`config.mk`:
```
export PLATFORM = sky130hd
export DESIGN_NAME = adc_serial_seq
export DESIGN_NICKNAME = d
export VERILOG_FILES = /design/src/rtl/adc_serial_seq.sv
export SDC_FILE = /design/constraint.sdc
export NUM_CORES = 1
export LEC_CHECK = 0
export CAP_MARGIN = 20
export CORE_UTILIZATION = 53
export DETAILED_ROUTE_END_ITERATION = 12
export GPL_ROUTABILITY_DRIVEN = 0
export PLACE_DENSITY = 0.77
export SETUP_SLACK_MARGIN = 0.2
export SLEW_MARGIN = 20
export SYNTH_ARGS = -nofsm -noshare
export SYNTH_HDL_FRONTEND = slang
export SYNTH_SLANG_ARGS = --single-unit
```
`constraint.sdc`:
```
create_clock -name clk -period 2.2 [get_ports clk]
set_input_delay 0.44 -clock clk [delete_from_list [all_inputs] [get_ports clk]]
set_output_delay 0.44 -clock clk [all_outputs]
set_load 0.02 [all_outputs]
```
`src/rtl/adc_serial_seq.sv`:
```
module adc_serial_seq #(
  parameter int DATA_W      = 10,
  parameter int WORD_W      = 16,
  parameter int CHAN_BITS   = 3,
  parameter int XFER_EDGES  = 10,
  parameter int CONV_CYCLES = 41
) (
  input  logic                 clk,
  input  logic                 rst_n,
  input  logic                 sclk,
  input  logic                 cclk,
  input  logic                 cs_n,
  input  logic                 oe_n,
  input  logic                 di,
  input  logic [DATA_W-1:0]    conv_data,
  output logic                 do_bit,
  output logic                 do_en,
  output logic                 busy,
  output logic [CHAN_BITS-1:0] chan
);
  localparam int PAD_W = WORD_W - DATA_W;
  localparam int CNT_W = $clog2(XFER_EDGES + 1);
  localparam int CC_W  = $clog2(CONV_CYCLES);

  logic                 sclk_q, cclk_q;
  logic [CNT_W-1:0]     bit_cnt;
  logic [CHAN_BITS-1:0] addr_sh, chan_r;
  logic                 fmt_r;
  logic                 busy_r;
  logic [CC_W-1:0]      cc_cnt;
  logic [WORD_W-1:0]    out_sh;

  wire s_rise    = sclk & ~sclk_q;
  wire s_fall    = ~sclk & sclk_q;
  wire c_rise    = cclk & ~cclk_q;
  wire conv_done = busy_r & c_rise & (cc_cnt == CC_W'(CONV_CYCLES - 1));
  wire take_bit  = ~cs_n & ~busy_r & s_rise;
  wire start     = take_bit & (bit_cnt == CNT_W'(XFER_EDGES - 1));
  wire shift_out = s_fall & ~cs_n & ~oe_n;

  wire [WORD_W-1:0] load_word = fmt_r ? {{PAD_W{1'b0}}, conv_data}
                                      : {conv_data, {PAD_W{1'b0}}};

  always_ff @(posedge clk) begin
    if (!rst_n) begin
      sclk_q  <= 1'b0;
      cclk_q  <= 1'b0;
      bit_cnt <= '0;
      addr_sh <= '0;
      chan_r  <= '0;
      fmt_r   <= 1'b0;
      busy_r  <= 1'b0;
      cc_cnt  <= '0;
      out_sh  <= '0;
    end else begin
      sclk_q <= sclk;
      cclk_q <= cclk;

      if (cs_n || conv_done)
        bit_cnt <= '0;
      else if (take_bit)
        bit_cnt <= bit_cnt + 1'b1;

      if (take_bit && bit_cnt < CNT_W'(CHAN_BITS))
        addr_sh <= {addr_sh[CHAN_BITS-2:0], di};

      if (take_bit && bit_cnt == CNT_W'(CHAN_BITS)) begin
        chan_r <= addr_sh;
        fmt_r  <= di;
      end

      if (conv_done)
        busy_r <= 1'b0;
      else if (start) begin
        busy_r <= 1'b1;
        cc_cnt <= '0;
      end else if (busy_r && c_rise)
        cc_cnt <= cc_cnt + 1'b1;

      if (conv_done)
        out_sh <= load_word;
      else if (shift_out)
        out_sh <= {out_sh[WORD_W-2:0], 1'b0};
    end
  end

  assign do_en  = ~cs_n & ~oe_n;
  assign do_bit = do_en & ~busy_r & out_sh[WORD_W-1];
  assign busy   = busy_r;
  assign chan   = chan_r;
endmodule


```
==> results of run 1 <==
==> synth_stat cells, types with 5 or more instances <==
library cell,instances
a221oi_1,6
mux2i_1,7
a21oi_1,18
inv_1,5
nand2b_1,7
a211oi_1,6
clkbuf_1,9
nor2_1,14
nand2_1,25
mux2_2,5
o21ai_0,8
dfxtp_1,36
==> metrics by stage <==
step / cells / setup slack, ns / TNS, ns / power [W]
6_report: 266 / 0.217 / 0 / 0.00128
5_1_grt: 266 / 0.153 / 0 / 0.00133
4_1_cts: 266 / 0.190 / 0 / 0.00129
3_5_place_dp: 258 / -0.136 / -0.922 / 0.000767
3_3_place_gp: 258 / -0.102 / -0.554 / 0.000763
2_1_floorplan: 190 / 0.353 / 0 / 0.000710
==> power groups by stage <==
stage	Clock, W	Sequential, W	Combinational [W]
floorplan	0	0.000673	0.0000372
CTS	0.000535	0.000660	0.0000921
global placement	0	0.000674	0.0000893
finish	0.000532	0.000659	0.0000937
global route	0.000565	0.000660	0.000101
detailed placement	0	0.000674	0.0000922
==> registers in the layout, indices dropped and copies added (netlist names) <==
register / count
sclk_q: 1
out_sh: 16
bit_cnt: 4
chan: 3
addr_sh: 3
fmt_r: 1
busy: 1
cc_cnt: 6
cclk_q: 1
==> worst min-delay path, delay by kind of cell, from the launching register on <==
family	cells	cell delay (ns)
DFF	1	0.32
AOI/OAI and AO/OA	1	0.06
and+or+nand+nor	1	0.05
==> area by class of cell <==
cell class | instances | area [um^2]
multi-input cells | 137 | 903
clock buffers | 7 | 65.1
flip-flops and latches | 36 | 721
repair buffers | 36 | 328
well taps | 44 | 55.1
fillers | 239 | 907
inverters | 5 | 18.8
clock inverters | 1 | 30.0
==> layer usage <==
metal | GRT usage [%] | up-vias | share of wire, %
met2 | 44.2 | 60 | 52
met5 | 0 | - | 0
met3 | 5.36 | 12 | 5.1
li1 | - | 745 | -
met1 | 28.0 | 728 | 41
met4 | 13.6 | 0 | 1.8
==> worst max-delay path by stage <==
stage                     start         end  slack, ns  cells past startpoint
after floorplan            busy   out_sh[6]       0.35                      6
after global placement     cs_n  addr_sh[1]      -0.10                      5
after detailed placement   cs_n  addr_sh[0]      -0.14                      5
after CTS                  cs_n       do_en       0.19                      4
after global routing       cs_n       do_en       0.15                      4
final                      cs_n       do_en       0.22                      4
==> kinds of logic (layout without fill, tap and decap cells) <==
| logic type | after synthesis | in the layout | synth area share [%] |
|---|---|---|---|
| adders and majority gates | 4 | 4 | 3.00 |
| muxes | 12 | 12 | 7.57 |
| DFF | 36 | 36 | 43.2 |
| and+or+nand+nor | 71 | 71 | 23.3 |
| buffers and inverters | 17 | 49 | 3.97 |
| AOI/OAI and AO/OA | 47 | 47 | 17.4 |
| xor gates and xnor gates | 3 | 3 | 1.57 |
==> what timing repair did <==
action	4_1_cts	5_1_grt
setup endpoints to repair	2	7
pin swaps	0	1
hold buffers	0	0
resized for setup	2	4
==> key figures, run 1 <==
Routing
  • DRC violations left: 0
  • DR iter-0 viols: 72
  • First-pass iteration count of the detailed router: 4
  • Routed WL: 3950 um
  • Antenna Violating Nets Remaining: 0
  • Via count: 1545
  • Vias per Instance: 5.81
  • Drt wl/cell: 14.8 um

Final layout
  • P&R area growth vs syn: 27.1%
  • Fin nets: 242
  • Commonest cells after routing, fill and taps aside: dfxtp_1 (36), nand2_1 (25), clkdlybuf4s50_1 (20)
  • Layout cells sized above 1: 15.3%
  • Most common cell after layout, fill and taps aside: dfxtp_1
  • Layout Utilization: 70.0%
  • Ant diodes: 0
  • Post-layout instance area: 2120 um^2

Setup path
  • Crit start category: input port
  • Register-to-Register Path Depth: 6
  • Req. time, crit path: 1.76 ns
  • Critical path type: input port to output port
  • Critical R2R Launch: busy
  • R2r endpoint: cc_cnt[0]
  • Critical path's largest stage delay: 0.45 ns
  • Delay-heaviest family, CP: buffers and inverters
  • Crit path max-delay cell type: clkdlybuf4s50_1
  • Internal reg-to-reg setup slack: 0.36 ns
  • CP Cell Sequence: clkdlybuf4s50_1, buf_4, nor2_1, clkdlybuf4s15_1
  • CP arrival: 1.54 ns
  • CP max FO: 4
  • Sum of buffers and inverters on the critical path: 3
  • CP endpoint kind: output port

Clock network
  • Root Driver: clkbuf_4
  • Clock sink count: 36
  • Postcts setup bufs: 0
  • CTS tree: built
  • CTS Buf Count: 5
  • Clock transition at the registers of the reported paths: 0.11 ns
  • CTS HTree Levels: 2
  • CTS Buffer Depth: 2
  • Worst-skew pair later-pin latency: 0.35 ns

STA
  • Worst-case clock skew: 0.0135 ns
  • Max Fclk: 0.504 GHz
  • Final Cycle Share: 90.1%
  • Final hold violations: 0
  • Worst-margin pin slew: 0.534 ns
  • WHS: 0.475 ns
  • Final min period: 1.98 ns
  • Setup Viol. Count Final: 0
  • Unrepaired setup endpoints after global routing: true
  • Max-slew violation count: 0
  • Rel. slew slack: 64.3%

Power and ir drop
  • Clock power share: 41.4%
  • Pwr dens: 606 nW/um^2
  • Combinational power share: 7.3%
  • Switch share: 21.4%
  • Worst VDD drop: 469 uV
  • Leak: 0.757 nW
  • Sw power: 0.000275 W
  • Internal Power: 0.00101 W
  • Reg power frac: 51.3%

Global routing
  • Vias in the first global route: 1519
  • Global route overflow: 0
  • Global-route wire length before repair: 6430 um
  • Gr usage total: 25.0%
  • Initial antenna violation count: 0
  • Largest net degree at the start of global routing: 22

Floorplanning
  • Die width: 58.1 um
  • Num rows: 20
  • Die height: 58.1 um
  • Core Region: 3030 um^2
  • Initial cell density of the core: 55.1%
  • Die area: 3380 um^2
  • IO Pins: 23

Logic synthesis
  • Post-synth top area cell: dfxtp_1
  • Async SR Flop Fraction: 0%
  • Yosys reg bits: 36
  • Top_reg_cell synth: dfxtp_1
  • Seq/Total Area, Yosys: 43.2%
  • Post-synth top area share: 43.2%
  • Synth Instances: 190
  • Yosys cell types: 36
  • Post-synth net total: 211
  • Synth top area cells: dfxtp_1 (43%), nand2_1 (5.6%), a21oi_1 (5.4%), mux2i_1 (4.2%), mux2_2 (3.4%)
  • Avg Cell Area, Syn: 8.78 um^2
  • Yosys warns: 0
  • Post-synth EDFFs: 0
  • Mapped Area: 1670 um^2

Placed design
  • DP HPWL: 2790 um
  • Port bufs: 22
  • Area after DPL: 2010 um^2

Run
  • Max-Cap Viols: 0

Worst hold path
  • Hold Crit Class: flip-flop to flip-flop
  • Worst Hold Depth: 2
  • Worst Hold Launch: out_sh[14]
  • WHS Endpoint: out_sh[15]

Status
  • Status: finished, final reports clean
Note: power is estimated with default switching activity, not from simulation.
==> inputs of run 2 (changes only) <==
--- a/config.mk
+++ b/config.mk
@@ -5,11 +5,13 @@
 export SDC_FILE = /design/constraint.sdc
 export NUM_CORES = 1
 export LEC_CHECK = 0
+export ABC_CLOCK_PERIOD_IN_PS = 2200
 export CAP_MARGIN = 20
 export CORE_UTILIZATION = 53
 export DETAILED_ROUTE_END_ITERATION = 12
 export GPL_ROUTABILITY_DRIVEN = 0
 export PLACE_DENSITY = 0.77
+export RECOVER_POWER = 25
 export SETUP_SLACK_MARGIN = 0.2
 export SLEW_MARGIN = 20
 export SYNTH_ARGS = -nofsm -noshare
==> run 2 against run 1 <==
First-iteration DRC count rose by 5.6%. Combinational power shrank 2.6%. Count of clock-buffer cells in the layout is the same. Non-clock buffer count is the same. Critical endpoint is now cc_cnt[0].
==> key figures, run 2 (synthesis gave the netlist of run 1 again) <==
Status
  • Status: finished, final reports clean (unchanged)

Global routing
  • Global-route wire length before repair: 6430 um (unchanged)
  • Largest net degree at the start of global routing: 22 (unchanged)
  • Initial antenna violation count: 0 (unchanged)
  • Vias in the first global route: 1519 (unchanged)
  • Gr usage total: 25.0% (unchanged)
  • Global route overflow: 0 (unchanged)

Final layout
  • Ant diodes: 0 (unchanged)
  • Max reg flops: 16 (unchanged)
  • Fillers: 243 (was 239)
  • Largest Register: out_sh (unchanged)
  • Biggest regs: out_sh: 16 flops, cc_cnt: 6 flops, bit_cnt: 4 flops (unchanged)
  • Most common cell after layout, fill and taps aside: dfxtp_1 (unchanged)
  • Multi-input logic area: 903 um^2 (unchanged)
  • Storage cell area: 721 um^2 (unchanged)
  • Commonest cells after routing, fill and taps aside: dfxtp_1 (36), nand2_1 (25), a21oi_1 (18) (was dfxtp_1 (36), nand2_1 (25), clkdlybuf4s50_1 (20))
  • Layout cells sized above 1: 14.4% (was 15.3%)
  • P&R area growth vs syn: 26.6% (was 27.1%)
  • Fin nets: 242 (unchanged)
  • Post-layout instance area: 2110 um^2 (was 2120 um^2)

STA
  • Max Fclk: 0.499 GHz (was 0.504 GHz)
  • Worst-case clock skew: 0.0148 ns (was 0.0135 ns)
  • Max-slew violation count: 0 (unchanged)
  • Final Cycle Share: 91.1% (was 90.1%)
  • Final min period: 2.00 ns (was 1.98 ns)
  • Final hold violations: 0 (unchanged)
  • WHS: 0.473 ns (was 0.475 ns)
  • Worst-margin pin slew: 0.539 ns (was 0.534 ns)
  • Unrepaired setup endpoints after global routing: true (unchanged)
  • Rel. slew slack: 64.0% (was 64.3%)
  • Setup Viol. Count Final: 0 (unchanged)

Floorplanning
  • Die width: 58.1 um (unchanged)
  • IO Pins: 23 (unchanged)
  • Core Region: 3030 um^2 (unchanged)
  • Die height: 58.1 um (unchanged)
  • Die area: 3380 um^2 (unchanged)
  • Num rows: 20 (unchanged)
  • Initial cell density of the core: 55.1% (unchanged)

Setup path
  • CP max FO: 4 (unchanged)
  • CP Launch Point: cs_n (unchanged)
  • Levels on crit path: 5 (was 4)
  • CP Cell Sequence: clkdlybuf4s50_1, or4b_4, o21ai_0, o22ai_1, mux2_2 (was clkdlybuf4s50_1, buf_4, nor2_1, clkdlybuf4s15_1)
  • Register-to-Register Path Depth: 4 (was 6)
  • Internal reg-to-reg setup slack: 0.29 ns (was 0.36 ns)
  • Crit start category: input port (unchanged)
  • Delay-heaviest family, CP: simple AND/OR/NAND/NOR gates (was buffers and inverters)
  • CP endpoint kind: flip-flop (was output port)
  • Critical path type: input port to flip-flop (was input port to output port)
  • Crit path max-delay cell type: or4b_4 (was clkdlybuf4s50_1)
  • Critical path's largest stage delay: 0.58 ns (was 0.45 ns)
  • R2r endpoint: cc_cnt[0] (unchanged)
  • Critical R2R Launch: busy (unchanged)
  • CP arrival: 2.25 ns (was 1.54 ns)
  • CP Capture Point: cc_cnt[0] (was do_en)
  • Sum of buffers and inverters on the critical path: 1 (was 3)
  • Req. time, crit path: 2.45 ns (was 1.76 ns)

Routing
  • DRC violations left: 0 (unchanged)
  • Vias per Instance: 5.83 (was 5.81)
  • First-pass iteration count of the detailed router: 4 (unchanged)
  • Via count: 1552 (was 1545)
  • Antenna Violating Nets Remaining: 0 (unchanged)
  • Drt wl/cell: 14.9 um (was 14.8 um)
  • Routed WL: 3960 um (was 3950 um)
  • DR iter-0 viols: 76 (was 72)

Clock network
  • Clock sink count: 36 (unchanged)
  • CTS tree: built (unchanged)
  • CTS Buffer Depth: 2 (unchanged)
  • Hold-fix buffers at CTS: 0 (unchanged)
  • Worst-skew pair later-pin latency: 0.35 ns (about the same)
  • Postcts setup bufs: 0 (unchanged)
  • CTS HTree Levels: 2 (unchanged)
  • CTS Buf Count: 5 (unchanged)
  • Clock transition at the registers of the reported paths: 0.11 ns (about the same)
  • Root Driver: clkbuf_4 (unchanged)

Power and ir drop
  • Worst VDD drop: 468 uV (was 469 uV)
  • Leak: 0.758 nW (was 0.757 nW)
  • Pwr dens: 606 nW/um^2 (about the same)

Placed design
  • DP HPWL: 2790 um (unchanged)
  • Port bufs: 22 (unchanged)
  • Area after DPL: 2010 um^2 (unchanged)

Run
  • Max-Cap Viols: 0 (unchanged)

Worst hold path
  • Hold Crit Class: flip-flop to flip-flop (unchanged)
==> run 2: changes by cell type in the layout (fill, tap and decap cells not counted) <==
cell	previous run	this run
clkdlybuf4s50_1	20	16
dlygate4sd3_1	0	4
buf_4	13	11
clkbuf_1	0	2
o21ai_0	8	9
o21ai_1	1	0
==> run 2: layout make-up <==
type                    count  area share (%)
clock buffers               7            3.08
repair buffers             36            15.2
well taps                  44            2.61
inverters                   5           0.888
flip-flops and latches     36            34.1
clock inverters             1            1.42
multi-input cells         137            42.7
==> run 2: report_power, final <==
part | switching (W) | leakage (nW) | internal, W
clock network | 0.000229 | 0.0515 | 0.000302
registers | 0.00000386 | 0.291 | 0.000656
logic | 0.0000410 | 0.416 | 0.0000503
total | 0.000274 | 0.758 | 0.00101
==> run 2: worst min-delay path by stage <==
| stage | from | end | slack [ns] | depth (start not counted) |
|---|---|---|---|---|
| finish | out_sh[14] | out_sh[15] | 0.47 | 2 |
| global route | out_sh[13] | out_sh[13] | 0.49 | 2 |
| CTS | out_sh[14] | out_sh[15] | 0.48 | 2 |
| detailed placement | out_sh[3] | out_sh[3] | 0.46 | 2 |
| global placement | out_sh[4] | out_sh[4] | 0.45 | 2 |
| floorplan | out_sh[5] | out_sh[5] | 0.44 | 2 |
==> run 2: stage by stage <==
stage | worst slack (ns) | utilization [%] | std cells | power [W] | setup TNS (ns)
after floorplan | 0.353 | - | 190 | 0.000710 | 0
after global placement | -0.102 | 66.5 | 258 | 0.000763 | -0.554
after detailed placement | -0.136 | 66.5 | 258 | 0.000767 | -0.922
after CTS | 0.190 | 69.6 | 266 | 0.00129 | 0
after global routing | 0.115 | 69.8 | 266 | 0.00132 | 0
final | 0.195 | 69.8 | 266 | 0.00128 | 0
==> run 2: what timing repair did <==
item                                    in CTS  in global routing
resized for setup                            2                  4
endpoints found under the setup margin       2                  7
pin swaps                                    0                  1
==> run 2: layer usage <==
| layer | global-route usage [%] | routed length, um | up-vias | share of wire [%] |
|---|---|---|---|---|
| li1 | - | - | 745 | - |
| met1 | 28.0 | 1610 | 725 | 41 |
| met4 | 13.6 | 91 | 0 | 2.3 |
| met2 | 44.2 | 2070 | 69 | 52 |
| met3 | 5.36 | 183 | 13 | 4.6 |
| met5 | 0 | 0 | - | 0 |
==> run 2: worst register-to-register path, stage by stage (launching register included) <==
cell     delay [ns]
dfxtp_1        0.41
or4b_4         0.61
o21ai_0        0.35
o22ai_1        0.17
mux2_2         0.28
==> inputs of run 3 (changes only) <==
--- a/config.mk
+++ b/config.mk
@@ -13,7 +13,6 @@
 export PLACE_DENSITY = 0.77
 export RECOVER_POWER = 25
 export SETUP_SLACK_MARGIN = 0.2
-export SLEW_MARGIN = 20
 export SYNTH_ARGS = -nofsm -noshare
 export SYNTH_HDL_FRONTEND = slang
 export SYNTH_SLANG_ARGS = --single-unit
==> results of run 3 <==
Final layout, timing and power as in run 2 (identical DEF).
